===== src/rtl/xosc_failover.sv =====
module xosc_failover #(
  parameter int MISS_WIN = 32,
  parameter int GAP_CYC  = 2
) (
  input  logic       ref_clk,
  input  logic       xosc_clk,
  input  logic       rst_n,
  input  logic       mon_en,
  input  logic       pll_ref_xosc,
  input  logic [1:0] src_req,
  input  logic       xosc_on_set,
  input  logic       pll_on_set,
  input  logic       alarm_clr,
  output logic [1:0] src_stat,
  output logic [2:0] clk_gate,
  output logic       xosc_en,
  output logic       pll_en,
  output logic       nmi_req,
  output logic       tim_brake
);
  localparam int CW = (MISS_WIN > 2) ? $clog2(MISS_WIN) : 1;
  localparam int GW = $clog2(GAP_CYC) + 1;
  localparam logic [CW-1:0] CNT_LAST = CW'(MISS_WIN - 1);
  localparam logic [GW-1:0] GAP_LAST = GW'(GAP_CYC - 1);

  logic [2:0]    xs;
  logic          rise;
  logic          mon_q;
  logic          armed;
  logic [CW-1:0] quiet;
  logic          miss;
  logic          fail_q;
  logic          alarm_q;
  logic          xosc_q;
  logic          pll_q;
  logic          gap_q;
  logic [GW-1:0] gcnt;
  logic [1:0]    cur;
  logic [1:0]    tgt;

  always_ff @(posedge ref_clk or negedge rst_n)
    if (!rst_n) xs <= '0;
    else        xs <= {xs[1:0], xosc_clk};

  assign rise  = xs[1] & ~xs[2];
  assign armed = mon_q & xosc_q;
  assign miss  = armed & ~rise & (quiet == CNT_LAST);

  always_ff @(posedge ref_clk or negedge rst_n)
    if (!rst_n)                quiet <= '0;
    else if (!armed || rise)   quiet <= '0;
    else if (quiet != CNT_LAST) quiet <= quiet + 1'b1;

  always_ff @(posedge ref_clk or negedge rst_n)
    if (!rst_n) begin
      mon_q   <= 1'b0;
      xosc_q  <= 1'b0;
      pll_q   <= 1'b0;
      fail_q  <= 1'b0;
      alarm_q <= 1'b0;
    end else begin
      mon_q <= mon_en;
      if (miss)             xosc_q <= 1'b0;
      else if (xosc_on_set) xosc_q <= 1'b1;
      if (miss && pll_ref_xosc) pll_q <= 1'b0;
      else if (pll_on_set)      pll_q <= 1'b1;
      if (miss)             fail_q <= 1'b1;
      else if (xosc_on_set) fail_q <= 1'b0;
      if (miss)             alarm_q <= 1'b1;
      else if (alarm_clr)   alarm_q <= 1'b0;
    end

  always_comb begin
    if (fail_q)               tgt = 2'b00;
    else if (src_req == 2'b11) tgt = cur;
    else                      tgt = src_req;
  end

  always_ff @(posedge ref_clk or negedge rst_n)
    if (!rst_n) begin
      gap_q <= 1'b0;
      gcnt  <= '0;
      cur   <= 2'b00;
    end else if (!gap_q) begin
      if (tgt != cur) begin
        gap_q <= 1'b1;
        gcnt  <= '0;
      end
    end else if (gcnt == GAP_LAST) begin
      gap_q <= 1'b0;
      cur   <= tgt;
    end else begin
      gcnt <= gcnt + 1'b1;
    end

  assign src_stat  = cur;
  assign clk_gate  = gap_q ? 3'b000 : (3'b001 << cur);
  assign xosc_en   = xosc_q;
  assign pll_en    = pll_q;
  assign nmi_req   = alarm_q;
  assign tim_brake = alarm_q;
endmodule


===== config.mk =====
export PLATFORM = sky130hd
export DESIGN_NAME = xosc_failover
export DESIGN_NICKNAME = d
export VERILOG_FILES = /design/src/rtl/xosc_failover.sv
export SDC_FILE = /design/constraint.sdc
export NUM_CORES = 1
export LEC_CHECK = 0
export BUFFER_PORTS_ARGS = -buffer_cell sky130_fd_sc_hd__buf_2
export CORE_MARGIN = 5
export CORE_UTILIZATION = 54
export DETAILED_ROUTE_END_ITERATION = 16
export GPL_TIMING_DRIVEN = 0
export PLACE_DENSITY = 0.76
export SLEW_MARGIN = 20
export SYNTH_ARGS = -nofsm -noshare
export SYNTH_HDL_FRONTEND = slang
export SYNTH_SLANG_ARGS = --single-unit
export TNS_END_PERCENT = 100

===== constraint.sdc =====
create_clock -name ref_clk -period 2.78 [get_ports ref_clk]
set_input_delay 0.695 -clock ref_clk [delete_from_list [all_inputs] [get_ports ref_clk]]
set_output_delay 0.695 -clock ref_clk [all_outputs]
set_load 0.01 [all_outputs]

==> flow_summary.json, run 1 <==
{
  "crit_type": "reg2out",
  "power_density_nw_per_um2": 783,
  "cp_slowest_cell": "dfrtp_1",
  "yosys_warnings": 0,
  "ys_seq_area_share_pct": 56.1,
  "relSlewSlack_pct": 73.2,
  "status": "completed",
  "reg2reg_from": "quiet[0]$_DFFE_PN0N_",
  "max_freq_ghz": 0.547,
  "rr_endpoint": "quiet[3]$_DFFE_PN0N_",
  "tightest_slew_ns": 0.400,
  "cts-root-buf": "clkbuf_4",
  "synthDistinctLibCells": 28,
  "cellLeakagePower_nw": 0.466,
  "grt_first_pass_wirelength_mm": 2.34,
  "antennaDiodeCount": 0,
  "stdcell_count": 108,
  "hold_buffers": 0,
  "dp_cells": 104,
  "multi_input_area_um2": 318,
  "fin_crit_sh_pct": 65.7,
  "postCtsSetupRepairBufs": 0,
  "ff_latch_area_um2": 450,
  "clock_sinks": 18,
  "end_kind": "output pin",
  "cp_data_arrival_time_ns": 1.13,
  "io_buffers": 18,
  "holdCritPathClass": "in2async",
  "nets": 106,
  "grt_pass1_vias": 591,
  "worstPathCellList": "nor3b_1 > buf_2",
  "die_area_um2": 2360,
  "place_hpwl_mm": 1.00,
  "fin_setup_tns_ns": 0,
  "h-tree-depth": 1,
  "maxSlewViolCount": 0,
  "syn_avg_cell_area_um2": 11.5,
  "drt_first_pass_iters": 4,
  "setup_ws_ns": 0.952,
  "cp_max_fo": 8,
  "clockBufferDepth": 2,
  "rows": 14,
  "fin_crit_ns": 1.83,
  "synth_edf_count": 0,
  "area_delta_synth_final_pct": 18.2,
  "nFillCells": 118,
  "rsz0062_at_grt": "false",
  "cp.required_ns": 2.09,
  "synth.net_count": 83,
  "synth_area_um2": 803,
  "post-route-drc-count": 0,
  "dr.first_iter.drc_count": 5,
  "grt_use_total_pct": 12.2,
  "die_h_um": 48.6,
  "clkTransAtPathRegs_ns": 0.10,
  "finalSetupViolations": 0,
  "synth-async-reset-ratio_pct": 100,
  "numCtsBuffers": 3,
  "post-place-ws_ns": 1.14,
  "grt_max_degree": 19,
  "clk_latency_ns": 0.29,
  "start_util_pct": 55.2,
  "synthFlopType": "dfrtp_1",
  "regToRegSetupSlack_ns": 1.13,
  "post_drt_wl_per_cell_um": 11.9,
  "drtAntennaViolNets": 0,
  "die-width_um": 48.6,
  "critPathMaxStageDelay_ns": 0.47,
  "finalClockSkew_ns": 0.00299,
  "vias": 560,
  "cts_tree": "built",
  "power.total_uw": 744,
  "gp_congestion": 0.734,
  "core_um2": 1450,
  "vias_per_cell": 5.19,
  "maxCapViolations": 0,
  "grt_overflow": 0,
  "wl_mm": 1.29,
  "antenna_found_initial": 0,
  "netlist_instances": 70,
  "boundaryPins": 19,
  "start_kind": "flip-flop",
  "drive_gt1_share_pct": 28.3,
  "finalHoldViolCount": 0,
  "post_cts_resized": 0,
  "ir_drop_mv": 0.577,
  "r2r_cells": 7,
  "ys_ff_latch": 18
}
[worst max-delay path by stage]
stage | start | end | slack, ns
6_report | src_stat[0]$_DFFE_PN0P_ | clk_gate[1] | 0.95
5_1_grt | src_stat[0]$_DFFE_PN0P_ | clk_gate[1] | 0.89
4_1_cts | gap_q$_DFF_PN0_ | clk_gate[1] | 0.95
3_5_place_dp | quiet[0]$_DFFE_PN0N_ | quiet[3]$_DFFE_PN0N_ | 1.14
3_3_place_gp | quiet[0]$_DFFE_PN0N_ | quiet[3]$_DFFE_PN0N_ | 1.14
2_1_floorplan | quiet[0]$_DFFE_PN0N_ | quiet[3]$_DFFE_PN0N_ | 1.23
[flip-flops by register name, indices dropped and copies added (netlist names)]
signal,cells
quiet,5
xs,3
gcnt,2
src_stat,2
fail_q,1
gap_q,1
mon_q,1
nmi_req,1
pll_en,1
xosc_en,1
[cell families after synthesis]
logic type / synth area share, %
and+or+nand+nor: 13.7
DFF: 56.1
AOI/OAI and AO/OA: 12.5
buffers and inverters: 4.36
xor gates and xnor gates: 4.36
muxes: 4.36
adders and majority gates: 4.67
[cell usage in the layout (no fill, tap or decap), types with 2 or more instances in the layout]
cell type / Yosys / final
buf_2: 1 / 19
dfrtp_1: 18 / 18
nor2_1: 8 / 8
inv_1: 6 / 6
nor2b_1: 4 / 4
o22a_1: 3 / 3
xor2_1: 3 / 3
ha_1: 3 / 3
clkbuf_4: 0 / 3
nor3b_1: 2 / 2
mux2i_1: 2 / 2
o21ai_0: 2 / 2
a31oi_1: 2 / 2
[final cells by class]
type,instances,share of cell area [%]
sequential,18,47.4
multi-input combinational,44,33.5
timing repair buffer,18,9.49
clock buffer,4,3.82
inverter,6,2.37
tap,16,2.11
buffer,2,1.32
[power breakdown]
group | internal, mW | total, mW | leakage [nW] | switching [mW]
Sequential | 0.304 | 0.356 | 0.221 | 0.0519
Combinational | 0.121 | 0.231 | 0.224 | 0.110
Clock | 0.0797 | 0.157 | 0.0210 | 0.0769
Total | 0.505 | 0.744 | 0.466 | 0.239
[critical path, delay by kind of cell (launching register included)]
family / cells / cell delay (ns)
simple gates: 1 / 0.22
flops: 1 / 0.47
buf+inv: 1 / 0.16
[per-stage QoR]
| stage | cell area [um2] | hold slack (ns) | utilization [%] |
|---|---|---|---|
| after floorplan | 803 | 0.331 | - |
| after global placement | 913 | 0.333 | 62.8 |
| after detailed placement | 913 | 0.349 | 62.8 |
| after CTS | 950 | 0.316 | 65.3 |
| after global routing | 950 | 0.330 | 65.3 |
| final | 950 | 0.307 | 65.3 |
[synth_stat cells, types with 2 or more instances]
master	count	area, um2
nor2_1	8	30.0
nor3b_1	2	15.0
xor2_1	3	26.3
dfrtp_1	18	450
a31oi_1	2	12.5
inv_1	6	22.5
o22a_1	3	26.3
o21ai_0	2	10.0
ha_1	3	37.5
nor2b_1	4	25.0
mux2i_1	2	20.0
[per-layer routing]
layer  GRT usage [%]  up-vias  wire length, um
met4            6.73        0                9
met1            15.1      264              602
met3            1.84        2               38
li1                -      285                -
met2            20.2        9              635
met5               0        -                0
(Power assumes the default switching activity.)
==> run 2: changes to the inputs <==
CORE_UTILIZATION = 45   (was 54)
PLACE_DENSITY = 0.67   (was 0.76)
clock period = 1.6 ns   (was 2.78 ns; I/O delays follow)
==> run 2 against run 1 <==
  * Global-route usage down 0.089 points
  * Critical path depth unchanged
  * Count of clock-buffer cells in the layout did not move
  * Final cell count is 9.3% higher
  * Register-to-register slack worse by 1.0 ns
  * Total power grew 77%
  * Non-clock buffer count grew 1
  * Routed wire length increased by 11%
  * Via count grew 4.8%
  * Worst hold slack worse by 0.31 ns
  * Die area increased by 16%
  * First-iteration DRC count decreased by 20%
  * Critical path type unchanged
  * Critical endpoint is now clk_gate[2]
==> flow_summary.json, run 2 (synthesis gave the netlist of run 1 again) <==
{
  "status": "completed",
  "largest_reg_flops": 5,
  "nFillCells": 150,
  "grt_max_degree": 19,
  "fin_crit_ns": 1.52,
  "place_hpwl_mm": 1.05,
  "end_kind": "output pin",
  "finalClockSkew_ns": 0.00852,
  "final_cell_area_um2": 997,
  "maxCapViolations": 0,
  "clockBufferDepth": 2,
  "regToRegSetupSlack_ns": 0.08,
  "drt_first_pass_iters": 2,
  "tightest_slew_ns": 0.411,
  "cp_max_fo": 8,
  "layout_commonest_cell": "buf_2",
  "power.total_mw": 1.32,
  "cellLeakagePower_nw": 0.468,
  "clkTransAtPathRegs_ns": 0.10,
  "hold_buffers": 0,
  "grt_use_total_pct": 12.1,
  "gp_congestion": 0.793,
  "largest-register": "quiet",
  "relSlewSlack_pct": 72.5,
  "max_freq_ghz": 0.659,
  "maxSlewViolCount": 0,
  "setup_ws_ns": 0.0820,
  "rows": 15,
  "drtAntennaViolNets": 0,
  "grt_first_pass_wirelength_mm": 2.45,
  "rr_endpoint": "quiet[3]$_DFFE_PN0N_",
  "placedInstanceArea_um2": 925,
  "grt_pass1_vias": 626,
  "clk_latency_ns": 0.30,
  "numCtsBuffers": 3,
  "boundaryPins": 19,
  "dr.first_iter.drc_count": 4,
  "cp.required_ns": 1.20,
  "clock_sinks": 18,
  "fin_setup_tns_ns": 0,
  "post-route-drc-count": 0,
  "vias_per_cell": 4.97,
  "vias": 587,
  "die-width_um": 52.3,
  "cts_tree": "built",
  "power_density_nw_per_um2": 1320,
  "nets": 107,
  "grt_overflow": 0,
  "die_h_um": 52.3,
  "wl_mm": 1.43,
  "start_kind": "flip-flop",
  "post-place-ws_ns": -0.0382,
  "fin_crit_sh_pct": 94.9,
  "largestRegisters": "quiet x5, xs x3",
  "r2r_cells": 6,
  "h-tree-depth": 1,
  "die_area_um2": 2730,
  "finalHoldViolCount": 0,
  "rsz0062_at_grt": "false",
  "crit_type": "reg2out",
  "final_cell_mix": "18 x buf_2, 16 x dfrtp_1, 8 x nor2_1",
  "cts-root-buf": "clkbuf_4",
  "holdCritPathClass": "in2async",
  "area_delta_synth_final_pct": 24.1,
  "post_drt_wl_per_cell_um": 12.1,
  "ir_drop_mv": 0.840,
  "reg2reg_from": "quiet[1]$_DFFE_PN0N_",
  "start_util_pct": 47.0,
  "cp_data_arrival_time_ns": 1.12,
  "io_buffers": 18,
  "drive_gt1_share_pct": 34.4,
  "antenna_found_initial": 0,
  "antennaDiodeCount": 0,
  "core_um2": 1710,
  "finalSetupViolations": 0
}
[run 2: where the power goes]
part / switching, mW / total [mW] / internal (mW)
clock: 0.142 / 0.280 / 0.139
sequential: 0.0934 / 0.627 / 0.533
combinational: 0.195 / 0.413 / 0.218
total: 0.429 / 1.32 / 0.891
[run 2: routing by layer]
metal  global-route usage (%)  vias up  routed length (um)  part of all wire, %
met4                     7.66        0                  30                  2.1
met5                        0        -                   0                    0
met2                     20.1       12                 693                   48
met3                     2.56        4                  56                  3.9
met1                     14.2      282                 650                   45
li1                         -      289                   -                    -
[run 2: worst max-delay path, cell delays in order, from the launching register on]
cell and delay (ns):
dfrtp_2 0.47, nor3b_2 0.19, buf_2 0.16
[run 2: worst max path at each step]
| stage | from | endpoint | slack [ns] | cells after the start |
|---|---|---|---|---|
| 2_1_floorplan | quiet[0]$_DFFE_PN0N_ | quiet[3]$_DFFE_PN0N_ | 0.05 | 7 |
| 3_3_place_gp | quiet[0]$_DFFE_PN0N_ | quiet[3]$_DFFE_PN0N_ | -0.03 | 7 |
| 3_5_place_dp | quiet[0]$_DFFE_PN0N_ | quiet[3]$_DFFE_PN0N_ | -0.04 | 7 |
| 4_1_cts | quiet[1]$_DFFE_PN0N_ | pll_en$_DFFE_PN0P_ | 0.05 | 5 |
| 5_1_grt | src_stat[0]$_DFFE_PN0P_ | clk_gate[2] | 0.005 | 2 |
| 6_report | src_stat[0]$_DFFE_PN0P_ | clk_gate[2] | 0.08 | 2 |
[run 2: through the flow]
step                utilization [%]  hold WS, ns  cells
finish                         58.4      0.00141    118
detailed placement             54.1        0.345    113
global route                   58.4       0.0301    118
floorplan                         -        0.104     70
CTS                            56.6       0.0153    117
global placement               54.1        0.341    113
[run 2: cell type report]
class | count | area [um2] | area share (%)
Buffer | 1 | 7.51 | 0.753
Tap cell | 25 | 31.3 | 3.14
Timing Repair Buffer | 20 | 105 | 10.5
Multi-Input combinational cell | 44 | 342 | 34.3
Inverter | 6 | 22.5 | 2.26
Sequential cell | 18 | 453 | 45.4
Clock buffer | 4 | 36.3 | 3.64
[run 2: what timing repair did]
item | in CTS | in global routing
gates resized for setup | 1 | 5
gates cloned | 0 | 0
setup buffers | 1 | 1
setup endpoints to repair | 5 | 4
==> run 3: changes to the inputs <==
--- a/config.mk
+++ b/config.mk
@@ -13,3 +13,2 @@
 export PLACE_DENSITY = 0.67
-export SLEW_MARGIN = 20
 export SYNTH_ARGS = -nofsm -noshare
==> constraint.sdc (replaced) <==
create_clock -name ref_clk -period 1.6 [get_ports ref_clk]
set_input_delay 0.16 -clock ref_clk [delete_from_list [all_inputs] [get_ports ref_clk]]
set_output_delay 0.16 -clock ref_clk [all_outputs]
set_load 0.01 [all_outputs]
==> run 3 against run 2 <==
  * Count of clock-buffer cells in the layout unchanged
  * Total power decreased by 0.76%
  * Final cell count grew 2.5%
  * Die area did not move
  * Setup slack improved by 0.0039 ns
  * Maximum frequency grew 0.26%
  * Worst hold slack improved by 0.039 ns
  * Non-clock buffer count grew 3
  * Combinational power is essentially flat
  * Critical path depth increased by 4
  * Critical endpoint is now quiet[3]$_DFFE_PN0N_
==> flow_summary.json, run 3 (synthesis gave the netlist of run 1 again) <==
{
  "cp_top_family": "simple AND/OR/NAND/NOR gates",
  "grt_max_degree": 19,
  "vias": 602,
  "die_area_um2": 2730,
  "met3_usage_pct": 2.56,
  "cellLeakagePower_nw": 0.480,
  "largest-register": "quiet",
  "drive_gt1_share_pct": 30.2,
  "clock_sinks": 18,
  "largestRegisters": "quiet x5, xs x3",
  "clkTransAtPathRegs_ns": 0.10,
  "cp_slowest_cell": "dfrtp_1",
  "vias_per_cell": 4.98,
  "cp.required_ns": 1.77,
  "dp_cells": 113,
  "maxCapViolations": 0,
  "rows": 15,
  "cts_tree": "built",
  "die-width_um": 52.3,
  "rsz0062_at_grt": "false",
  "drt_first_pass_iters": 2,
  "final_cell_mix": "18 x dfrtp_1, 18 x buf_2, 8 x nor2_1",
  "nets": 110,
  "place_hpwl_mm": 1.05,
  "start_kind": "flip-flop",
  "grt-busiest-layer": "met2",
  "worstPathCellList": "ha_1 > and3_1 > ha_4 > nand4b_1 > xor2_1 > nor2_1",
  "maxSlewViolCount": 0,
  "area_delta_synth_final_pct": 26.9,
  "die_h_um": 52.3,
  "fin_crit_ns": 1.51,
  "gp_congestion": 0.793,
  "max_freq_ghz": 0.660,
  "antenna_found_initial": 0,
  "io_buffers": 18,
  "start_util_pct": 47.0,
  "grt_first_pass_wirelength_mm": 2.50,
  "finalHoldViolCount": 0,
  "post-place-ws_ns": -0.0382,
  "status": "completed",
  "wl_mm": 1.43,
  "finalClockSkew_ns": 0.00779,
  "boundaryPins": 19,
  "fin_crit_sh_pct": 94.6,
  "relSlewSlack_pct": 72.5,
  "post_drt_wl_per_cell_um": 11.8,
  "drtAntennaViolNets": 0,
  "dr.first_iter.drc_count": 4,
  "grt_use_met2_pct": 20.5,
  "critical_path_buf_inv_count": 0,
  "clk_latency_ns": 0.30,
  "end_kind": "flip-flop",
  "finalSetupViolations": 0,
  "antennaDiodeCount": 0,
  "ir_drop_mv": 0.863,
  "largest_reg_flops": 5,
  "post-route-drc-count": 0,
  "holdCritPathClass": "in2reg",
  "power_density_nw_per_um2": 1280,
  "h-tree-depth": 1,
  "grt_pass1_vias": 635,
  "grt_overflow": 0,
  "grt_use_met1_pct": 14.5,
  "power.total_mw": 1.31,
  "tightest_slew_ns": 0.411,
  "crit_type": "reg2reg",
  "cts-root-buf": "clkbuf_4",
  "setup_ws_ns": 0.0859,
  "numCtsBuffers": 3,
  "cp_data_arrival_time_ns": 1.69,
  "critPathMaxStageDelay_ns": 0.41,
  "clockBufferDepth": 2,
  "stdcell_count": 121,
  "core_um2": 1710,
  "cp_max_fo": 6,
  "grt_use_total_pct": 12.4
}
==> run 3: cell count changes in the layout (fill, tap and decap cells not counted) <==
cell           previous run  this run
dlygate4sd3_1             0         3
dfrtp_1                  16        18
dfrtp_2                   2         0
nor3b_1                   1         2
nor3b_2                   1         0
==> run 3: path summary, 6_finish.rpt <==
path	startpoint	depth (start not counted)	slack (ns)	end
setup reg to reg	quiet[1]$_DFFE_PN0N_	6	0.09	quiet[3]$_DFFE_PN0N_
max in group asynchronous	rst_n	2	1.02	quiet[0]$_DFFE_PN0N_
setup / recovery	quiet[1]$_DFFE_PN0N_	6	0.09	quiet[3]$_DFFE_PN0N_
min in group asynchronous	rst_n	2	0.30	quiet[2]$_DFFE_PN0N_
hold / removal	xosc_on_set	2	0.04	fail_q$_DFFE_PN0P_
hold reg to reg	xs[0]$_DFF_PN0_	0	0.37	xs[1]$_DFF_PN0_
==> run 3: per-layer routing <==
metal / part of all wire [%] / up-vias / wire length, um
met3: 3.9 / 4 / 55
met2: 48 / 12 / 682
met4: 2.1 / 0 / 30
li1: - / 295 / -
met1: 46 / 291 / 658
met5: 0 / - / 0
==> run 3: power breakdown <==
part	total (mW)	switching [mW]	internal [mW]	leakage [nW]
clock network	0.280	0.142	0.139	0.0210
logic	0.414	0.195	0.219	0.239
registers	0.616	0.0879	0.528	0.221
==> run 3: layout make-up <==
| type | instances | area [um2] |
|---|---|---|
| flip-flops and latches | 18 | 450 |
| well taps | 25 | 31.3 |
| clock buffers | 4 | 36.3 |
| multi-input cells | 44 | 337 |
| inverters | 6 | 22.5 |
| repair buffers | 23 | 135 |
| plain buffers | 1 | 7.51 |
| fillers | 146 | 688 |
==> run 3: worst reg2reg max path: cells and delay by family (launching register included) <==
kind          cells  cell delay, ns
simple gates      3            0.45
fa+ha+maj         2            0.40
xor+xnor          1            0.14
flops             1            0.41
==> run 3: per-stage QoR <==
stage / utilization, % / hold slack, ns / area (um2) / setup TNS, ns
after floorplan: - / -0.136 / 803 / 0
after global placement: 54.1 / 0.103 / 925 / -0.0279
after detailed placement: 54.1 / 0.105 / 925 / -0.0831
after CTS: 58.3 / 0.0375 / 996 / 0
after global routing: 59.7 / 0.0360 / 1020 / 0
final: 59.7 / 0.0399 / 1020 / 0
==> run 3: repair_timing <==
item,4_1_cts,5_1_grt
setup endpoints to repair,5,2
gates resized for setup,1,2
hold buffers,3,0
buffers inserted,1,1
endpoints found under the hold margin,20,0
